<file path="src/rtl/irq_level_window_pkg.sv">
package irq_level_window_pkg;
    typedef enum logic [0:0] {
        WIN_IDLE   = 1'b0,
        WIN_ACTIVE = 1'b1
    } win_state_t;
endpackage

</file>
<file path="src/rtl/ovr_window_fsm.sv">
module ovr_window_fsm
    import irq_level_window_pkg::*;
#(
    parameter int SLOTS = 11
) (
    input  logic clk,
    input  logic rst_n,
    input  logic ovr_valid,
    input  logic flush,
    input  logic enq_valid,
    output logic active,
    output logic load_en,
    output logic shift_en
);
    localparam int CNT_W = $clog2(SLOTS + 1);

    win_state_t       state_q, state_d;
    logic [CNT_W-1:0] cnt_q, cnt_d;

    // State and counter register.
    always_ff @(posedge clk) begin
        if (!rst_n) begin
            state_q <= WIN_IDLE;
            cnt_q   <= '0;
        end else begin
            state_q <= state_d;
            cnt_q   <= cnt_d;
        end
    end

    // Next state and outputs.
    always_comb begin
        state_d  = state_q;
        cnt_d    = cnt_q;
        active   = 1'b0;
        load_en  = ovr_valid && !flush;
        shift_en = 1'b0;
        unique case (state_q)
            WIN_IDLE: begin
                if (load_en) begin
                    state_d = WIN_ACTIVE;
                    cnt_d   = CNT_W'(SLOTS);
                end
            end
            WIN_ACTIVE: begin
                active = 1'b1;
                if (flush) begin
                    state_d = WIN_IDLE;
                    cnt_d   = '0;
                end else if (load_en) begin
                    cnt_d = CNT_W'(SLOTS);
                end else if (enq_valid) begin
                    shift_en = 1'b1;
                    cnt_d    = cnt_q - CNT_W'(1);
                    if (cnt_q == CNT_W'(1)) begin
                        state_d = WIN_IDLE;
                    end
                end
            end
            default: state_d = WIN_IDLE;
        endcase
    end
endmodule

</file>
<file path="src/rtl/ovr_field_shift.sv">
module ovr_field_shift #(
    parameter int LVL_W = 3,
    parameter int SLOTS = 11
) (
    input  logic                   clk,
    input  logic                   rst_n,
    input  logic                   load_en,
    input  logic                   shift_en,
    input  logic [LVL_W*SLOTS-1:0] imm,
    output logic [LVL_W-1:0]       head
);
    logic [LVL_W-1:0] slot_q [SLOTS];

    for (genvar i = 0; i < SLOTS; i++) begin : g_slot
        logic [LVL_W-1:0] next_in;
        if (i == SLOTS - 1) begin : g_last
            assign next_in = '0;
        end else begin : g_mid
            assign next_in = slot_q[i+1];
        end
        always_ff @(posedge clk) begin
            if (!rst_n) begin
                slot_q[i] <= '0;
            end else if (load_en) begin
                slot_q[i] <= imm[i*LVL_W +: LVL_W];
            end else if (shift_en) begin
                slot_q[i] <= next_in;
            end
        end
    end

    assign head = slot_q[0];
endmodule

</file>
<file path="src/rtl/irq_accept_gate.sv">
module irq_accept_gate #(
    parameter int LVL_W = 3
) (
    input  logic             irq_valid,
    input  logic [LVL_W-1:0] irq_pri,
    input  logic             nmi_pend,
    input  logic [LVL_W-1:0] level,
    output logic             grant
);
    always_comb begin
        grant = nmi_pend || (irq_valid && (irq_pri > level));
    end
endmodule

</file>
<file path="src/rtl/irq_level_window.sv">
module irq_level_window #(
    parameter int LVL_W = 3,
    parameter int SLOTS = 11,
    localparam int IMM_W = LVL_W * SLOTS
) (
    input  logic             clk,
    input  logic             rst_n,
    input  logic             lvl_wr,
    input  logic [LVL_W-1:0] lvl_wdata,
    input  logic             ovr_valid,
    input  logic [IMM_W-1:0] ovr_imm,
    input  logic             enq_valid,
    input  logic             flush,
    input  logic             irq_valid,
    input  logic [LVL_W-1:0] irq_pri,
    input  logic             nmi_pend,
    output logic [LVL_W-1:0] eff_level,
    output logic             window_open,
    output logic             irq_grant
);
    logic             active, load_en, shift_en;
    logic [LVL_W-1:0] head;
    logic [LVL_W-1:0] base_q;

    // Base level kept across windows; restored when the window closes.
    always_ff @(posedge clk) begin
        if (!rst_n) begin
            base_q <= '0;
        end else if (lvl_wr) begin
            base_q <= lvl_wdata;
        end
    end

    ovr_window_fsm #(.SLOTS(SLOTS)) u_fsm (
        .clk       (clk),
        .rst_n     (rst_n),
        .ovr_valid (ovr_valid),
        .flush     (flush),
        .enq_valid (enq_valid),
        .active    (active),
        .load_en   (load_en),
        .shift_en  (shift_en)
    );

    ovr_field_shift #(.LVL_W(LVL_W), .SLOTS(SLOTS)) u_shift (
        .clk      (clk),
        .rst_n    (rst_n),
        .load_en  (load_en),
        .shift_en (shift_en),
        .imm      (ovr_imm),
        .head     (head)
    );

    always_comb begin
        eff_level   = active ? head : base_q;
        window_open = active;
    end

    irq_accept_gate #(.LVL_W(LVL_W)) u_gate (
        .irq_valid (irq_valid),
        .irq_pri   (irq_pri),
        .nmi_pend  (nmi_pend),
        .level     (eff_level),
        .grant     (irq_grant)
    );
endmodule

</file>
<file path="config.mk">
export PLATFORM = sky130hd
export DESIGN_NAME = irq_level_window
export DESIGN_NICKNAME = d
export VERILOG_FILES = /design/src/rtl/irq_level_window_pkg.sv /design/src/rtl/ovr_window_fsm.sv /design/src/rtl/ovr_field_shift.sv /design/src/rtl/irq_accept_gate.sv /design/src/rtl/irq_level_window.sv
export SDC_FILE = /design/constraint.sdc
export NUM_CORES = 1
export LEC_CHECK = 0
export ABC_CLOCK_PERIOD_IN_PS = 2500
export BUFFER_PORTS_ARGS = -buffer_cell sky130_fd_sc_hd__buf_2
export CORE_UTILIZATION = 45
export CTS_BUF_LIST = sky130_fd_sc_hd__clkbuf_4
export DETAILED_ROUTE_END_ITERATION = 10
export PLACE_DENSITY = 0.7
export SKIP_CTS_REPAIR_TIMING = 1
export SYNTH_ARGS = -nofsm -noshare
export SYNTH_HDL_FRONTEND = slang
export SYNTH_SLANG_ARGS = --single-unit
</file>
<file path="constraint.sdc">
create_clock -name clk -period 2.5 [get_ports clk]
set_input_delay 0.125 -clock clk [delete_from_list [all_inputs] [get_ports clk]]
set_output_delay 0.125 -clock clk [all_outputs]
set_load 0.02 [all_outputs]
</file>
; After elaboration in Yosys (flattened, before gate mapping)
; Memory sizes are Yosys's and may differ from the RTL's.
; Cells that the tools add are included.
[classes]
addsub = 1
multipliers = 0
div = 0
order_cmp = 1
eq_ne = 3
shifts = 0
muxes = 46
bitwise_logic = 23
reduce_logical = 5
[ops]
columns = operator, n
row1 = two-way mux 3 bit, 23
row2 = bitwise OR 1 bit, 22
row3 = two-way mux 1 bit, 17
row4 = two-way mux 4 bit, 4
row5 = one-hot mux 4 bit (2 select lines), 1
row6 = == test 4 x 1 -> 1 bit (second input constant), 1
row7 = != test 4 bit (second input constant), 1
row8 = subtractor 4 x 1 -> 4 bit (second input constant), 1
row9 = greater-than comparator 3 bit, 1
row10 = logical AND 1 bit, 2
row11 = != test 2 bit (second input constant), 1
row12 = one-hot mux 1 bit (2 select lines), 1
row13 = AND reduction 2 bit, 1
row14 = zero test 1 bit, 1
row15 = logical OR 1 bit, 1
row16 = NOT 1 bit, 1
[word_totals]
regBits = 8
latch_bits = 0
mem_bits_rw = 33
rom_bits = 0
input_bits = 47
output_inout_bits = 5
word_cells = 83
n_memories = 1
[memory_table]
columns = memory, words, word_bits, rd, rd_ports_with_merged_regs, write_ports, line_no
row1 = u_shift.slot_q, 11, 3, 11, 0, 11, ovr_field_shift.sv:12  ; logic [LVL_W-1:0] slot_q [SLOTS];

; Depth between registers and ports, before layout
[logic_depth]
ltp_word = 10
depth_mapped = 7
ltp_nobuf = 6

; Cells and area by module
; A second synthesis with hierarchy kept.
[unflattened]
cells_unflattened = 138
area_unflattened_um2 = 1946.9
[by_module_without_submodules]
columns = module, instances, cells_per_inst, area_per_inst_um2, seq_area_each_um2
row1 = ovr_field_shift, 1, 81, 1418.9, 991.0
row2 = ovr_window_fsm, 1, 34, 305.3, 100.1
row3 = irq_level_window, 1, 12, 142.6, 60.1
row4 = irq_accept_gate, 1, 11, 80.1, 0.0

; Worst setup path after synthesis
; No wires, ideal clock.
[synth_timing]
path_kind = reg2out
start = register u_fsm.state_q
end = output port irq_grant
arrival_ns = 1.694
required_time_ns = 2.375
setup_slack_ns = 0.681
path_stages_with_launch = 8
n_path_buf = 1
path_cell_list = dfxtp_1 -> buf_2 -> mux2i_1 -> ha_1 -> nor2b_1 -> o21ai_0 -> nand2b_1 -> a31o_2
[synth_via]
elab_chain_len = 5
[synth_lines]
columns = element, line_no
row1 = start: declaration, ovr_window_fsm.sv:17  ; win_state_t state_q, state_d;
row2 = start signal: assignment, ovr_window_fsm.sv:26  ; state_q <= state_d;
row3 = two-way mux 1 bit, ovr_window_fsm.sv:38  ; unique case (state_q)
row4 = two-way mux 3 bit, irq_level_window.sv:55  ; eff_level = active ? head : base_q;
row5 = greater-than comparator 3 bit, irq_accept_gate.sv:11  ; grant = nmi_pend || (irq_valid && (irq_pri > level));
row6 = logical AND 1 bit, irq_accept_gate.sv:11
row7 = logical OR 1 bit, irq_accept_gate.sv:11
row8 = end: declaration, irq_level_window.sv:19  ; output logic irq_grant
; Every way passes these cells.

; Worst setup path in the final report
; Same ends and word-level chain as after synthesis.

==> impl_metrics.ini <==
[sta]
hold_viol = 0
finalClockSkew_ps = 6.181
grt_setup_unrepaired = no
max_freq_ghz = 0.4427
slew-limit-headroom_pct = 28.19
timing.hold.ws_ps = 47.96
period_minus_slack_ps = 2259
finalCritPeriodShare_pct = 90.35
setup_viol_count_final = 0
tightestPinTransition_ps = 1077
tns_ps = 0
slew_viol_final = 0

[layout]
layout-drive-gt1-share_pct = 36.02
n_fill_cell = 340
syn_to_final_growth_pct = 16.24
finalNonFillerCells = 236
diodes = 0
final_core_utilization_pct = 54.69
nets = 237

[route]
drt_first_iter_violations = 41
drc = 0
num_vias = 1271
final_antenna_net_count = 0
wl_um = 3632
vias_per_cell = 5.386
wire_per_inst_um = 15.39
dr.pass1.iters = 4

[critical_path]
critPathLaunchType = flip-flop
end_kind = primary output
critPathMaxFanout = 9
required_ps = 2380
r2r_slack_ps = 810
setup.worst_path.class = reg2out
cp.arrival_ps = 2130

[clock_network]
clock_latency_ps = 340
cts_tree = done
cts_htree_levels = 2
cts.sinks = 41
cts-root-buf = clkbuf_4
cts_made_buffers = 5
clock_tree.buffer_depth = 2
path_clk_slew_ps = 120

[global_routing]
grt_max_degree = 32
antenna_found_initial = 0
grt_pass1_vias = 1222
grt-ovfl-total = 0
grt_pass1_wl_um = 5789
grt_usage_pct = 18.35

[placement]
hpwl_um = 2492
port-buffer-count = 51
post-place-cells = 227
gp_congestion = 0.7403

[synthesis]
yosysWarningCount = 0
syn_area_um2 = 1896
ys_seq_elements = 41
postSynthAreaPerCell_um2 = 14.15
yosysSeqAreaShare_pct = 60.73
syn_nets = 186
synth_cell_type_count = 27
syn_inst = 134

[floorplan]
die_area_um2 = 4476
die_y_um = 66.90
coreArea_um2 = 4029
row_count = 23
start_util_pct = 47.05
ioPinCount = 52
die_w_um = 66.90

[pwr]
power_density_nw_per_um2 = 627.8
ir_drop_uv = 340.2
p_leak_nw = 0.9601

[hold_path]
hp-class = in2reg

[run_status]
outcome = complete, no violations

[flow_run]
maxCapViolations = 0
[critical path, stage by stage, from the launching register on]
cell and delay, ps:
dfxtp_1 540, mux2i_1 280, ha_1 270, nor2b_1 130, o21ai_0 130, nand2b_1 70, a31o_2 220, buf_2 150
[report_power, final]
part	internal (W)	total, W	leakage, nW	switching (W)
registers	0.000785	0.000807	0.419	0.0000223
logic	0.0000736	0.000150	0.498	0.0000764
clock network	0.000219	0.000426	0.0433	0.000207
total	0.00108	0.00138	0.960	0.000306
[stage by stage]
stage	setup WS (ps)	total power (W)	instance area (um^2)
6_report	241.3	0.001383	2203
5_1_grt	44.14	0.001453	2203
4_1_cts	224.6	0.001395	2193
3_5_place_dp	601.2	0.0009712	2115
3_3_place_gp	665.9	0.0009609	2115
2_1_floorplan	680.6	0.0009059	1896
[worst paths after layout]
kind | start | to | cells after the start
worst min-delay path | lvl_wdata[2] | base_q[2] | 3
worst max-delay path | u_fsm.state_q | irq_grant | 7
worst min register to register | u_fsm.cnt_q[3] | u_fsm.cnt_q[3] | 2
worst max register to register | u_fsm.state_q | u_shift.slot_q[3][2] | 2
[metal layers]
| metal | part of all wire [%] | global-route usage, % | vias up |
|---|---|---|---|
| met5 | 0 | 0 | - |
| li1 | - | - | 621 |
| met3 | 6.7 | 7.534 | 4 |
| met1 | 42 | 23.34 | 599 |
| met4 | 0.80 | 5.319 | 0 |
| met2 | 50 | 28.41 | 47 |
[sequential cells by signal (all words and copies together) (netlist names)]
signal / count
base_q: 3
u_fsm.cnt_q: 4
u_fsm.state_q: 1
u_shift.slot_q: 33
[cell families after synthesis]
| group | count (synthesis) | share of synthesized area (%) |
|---|---|---|
| AOI/OAI and AO/OA | 43 | 18.61 |
| muxes | 6 | 3.234 |
| buffers and inverters | 15 | 6.798 |
| adders and majority gates | 5 | 3.300 |
| DFF | 41 | 60.73 |
| and+or+nand+nor | 23 | 6.864 |
| xor gates and xnor gates | 1 | 0.4621 |
[cell usage after synthesis]
cell type | number | area share (%)
a21oi_1 | 2 | 0.53
nand2b_1 | 2 | 0.66
xnor2_1 | 1 | 0.46
o21ai_0 | 5 | 1.3
inv_1 | 6 | 1.2
a31o_2 | 2 | 0.92
mux2i_1 | 5 | 2.6
a22o_1 | 30 | 14
a211oi_1 | 1 | 0.40
edfxtp_1 | 33 | 52
dfxtp_1 | 8 | 8.4
or2_2 | 2 | 0.66
nand3_1 | 2 | 0.53
buf_8 | 3 | 2.4
nor2b_2 | 1 | 0.46
nor2_1 | 3 | 0.59
a21boi_1 | 1 | 0.40
nor2b_1 | 5 | 1.7
buf_2 | 1 | 0.26
mux2_2 | 1 | 0.59
and3_1 | 4 | 1.3
o221a_2 | 2 | 1.2
and2_1 | 1 | 0.33
nand2_1 | 2 | 0.40
ha_1 | 5 | 3.3
buf_6 | 5 | 3.0
nor3_1 | 1 | 0.26
[area by class of cell]
cell class | instances | area [um^2] | share of cell area (%)
sequential | 41 | 1151 | 52.24
multi-input combinational | 78 | 615.6 | 27.94
timing repair buffer | 53 | 272.8 | 12.38
tap | 50 | 62.56 | 2.839
clock buffer | 6 | 45.04 | 2.044
clock inverter | 2 | 33.78 | 1.533
inverter | 6 | 22.52 | 1.022
[cells in the final DEF (no fill, tap or decap), drive strengths merged, types with 2 or more instances in the layout]
cell type,netlist,layout
and3,4,4
nor2,3,3
a21oi,2,2
nand3,2,2
o21ai,5,5
clkbuf,0,6
a31o,2,2
dfxtp,8,8
a22o,30,30
edfxtp,33,33
buf,9,52
ha,5,5
nand2,2,2
mux2i,5,5
or2,2,2
nand2b,2,2
nor2b,6,6
o221a,2,2
inv,6,6
Power figures use the tool's default switching activity.
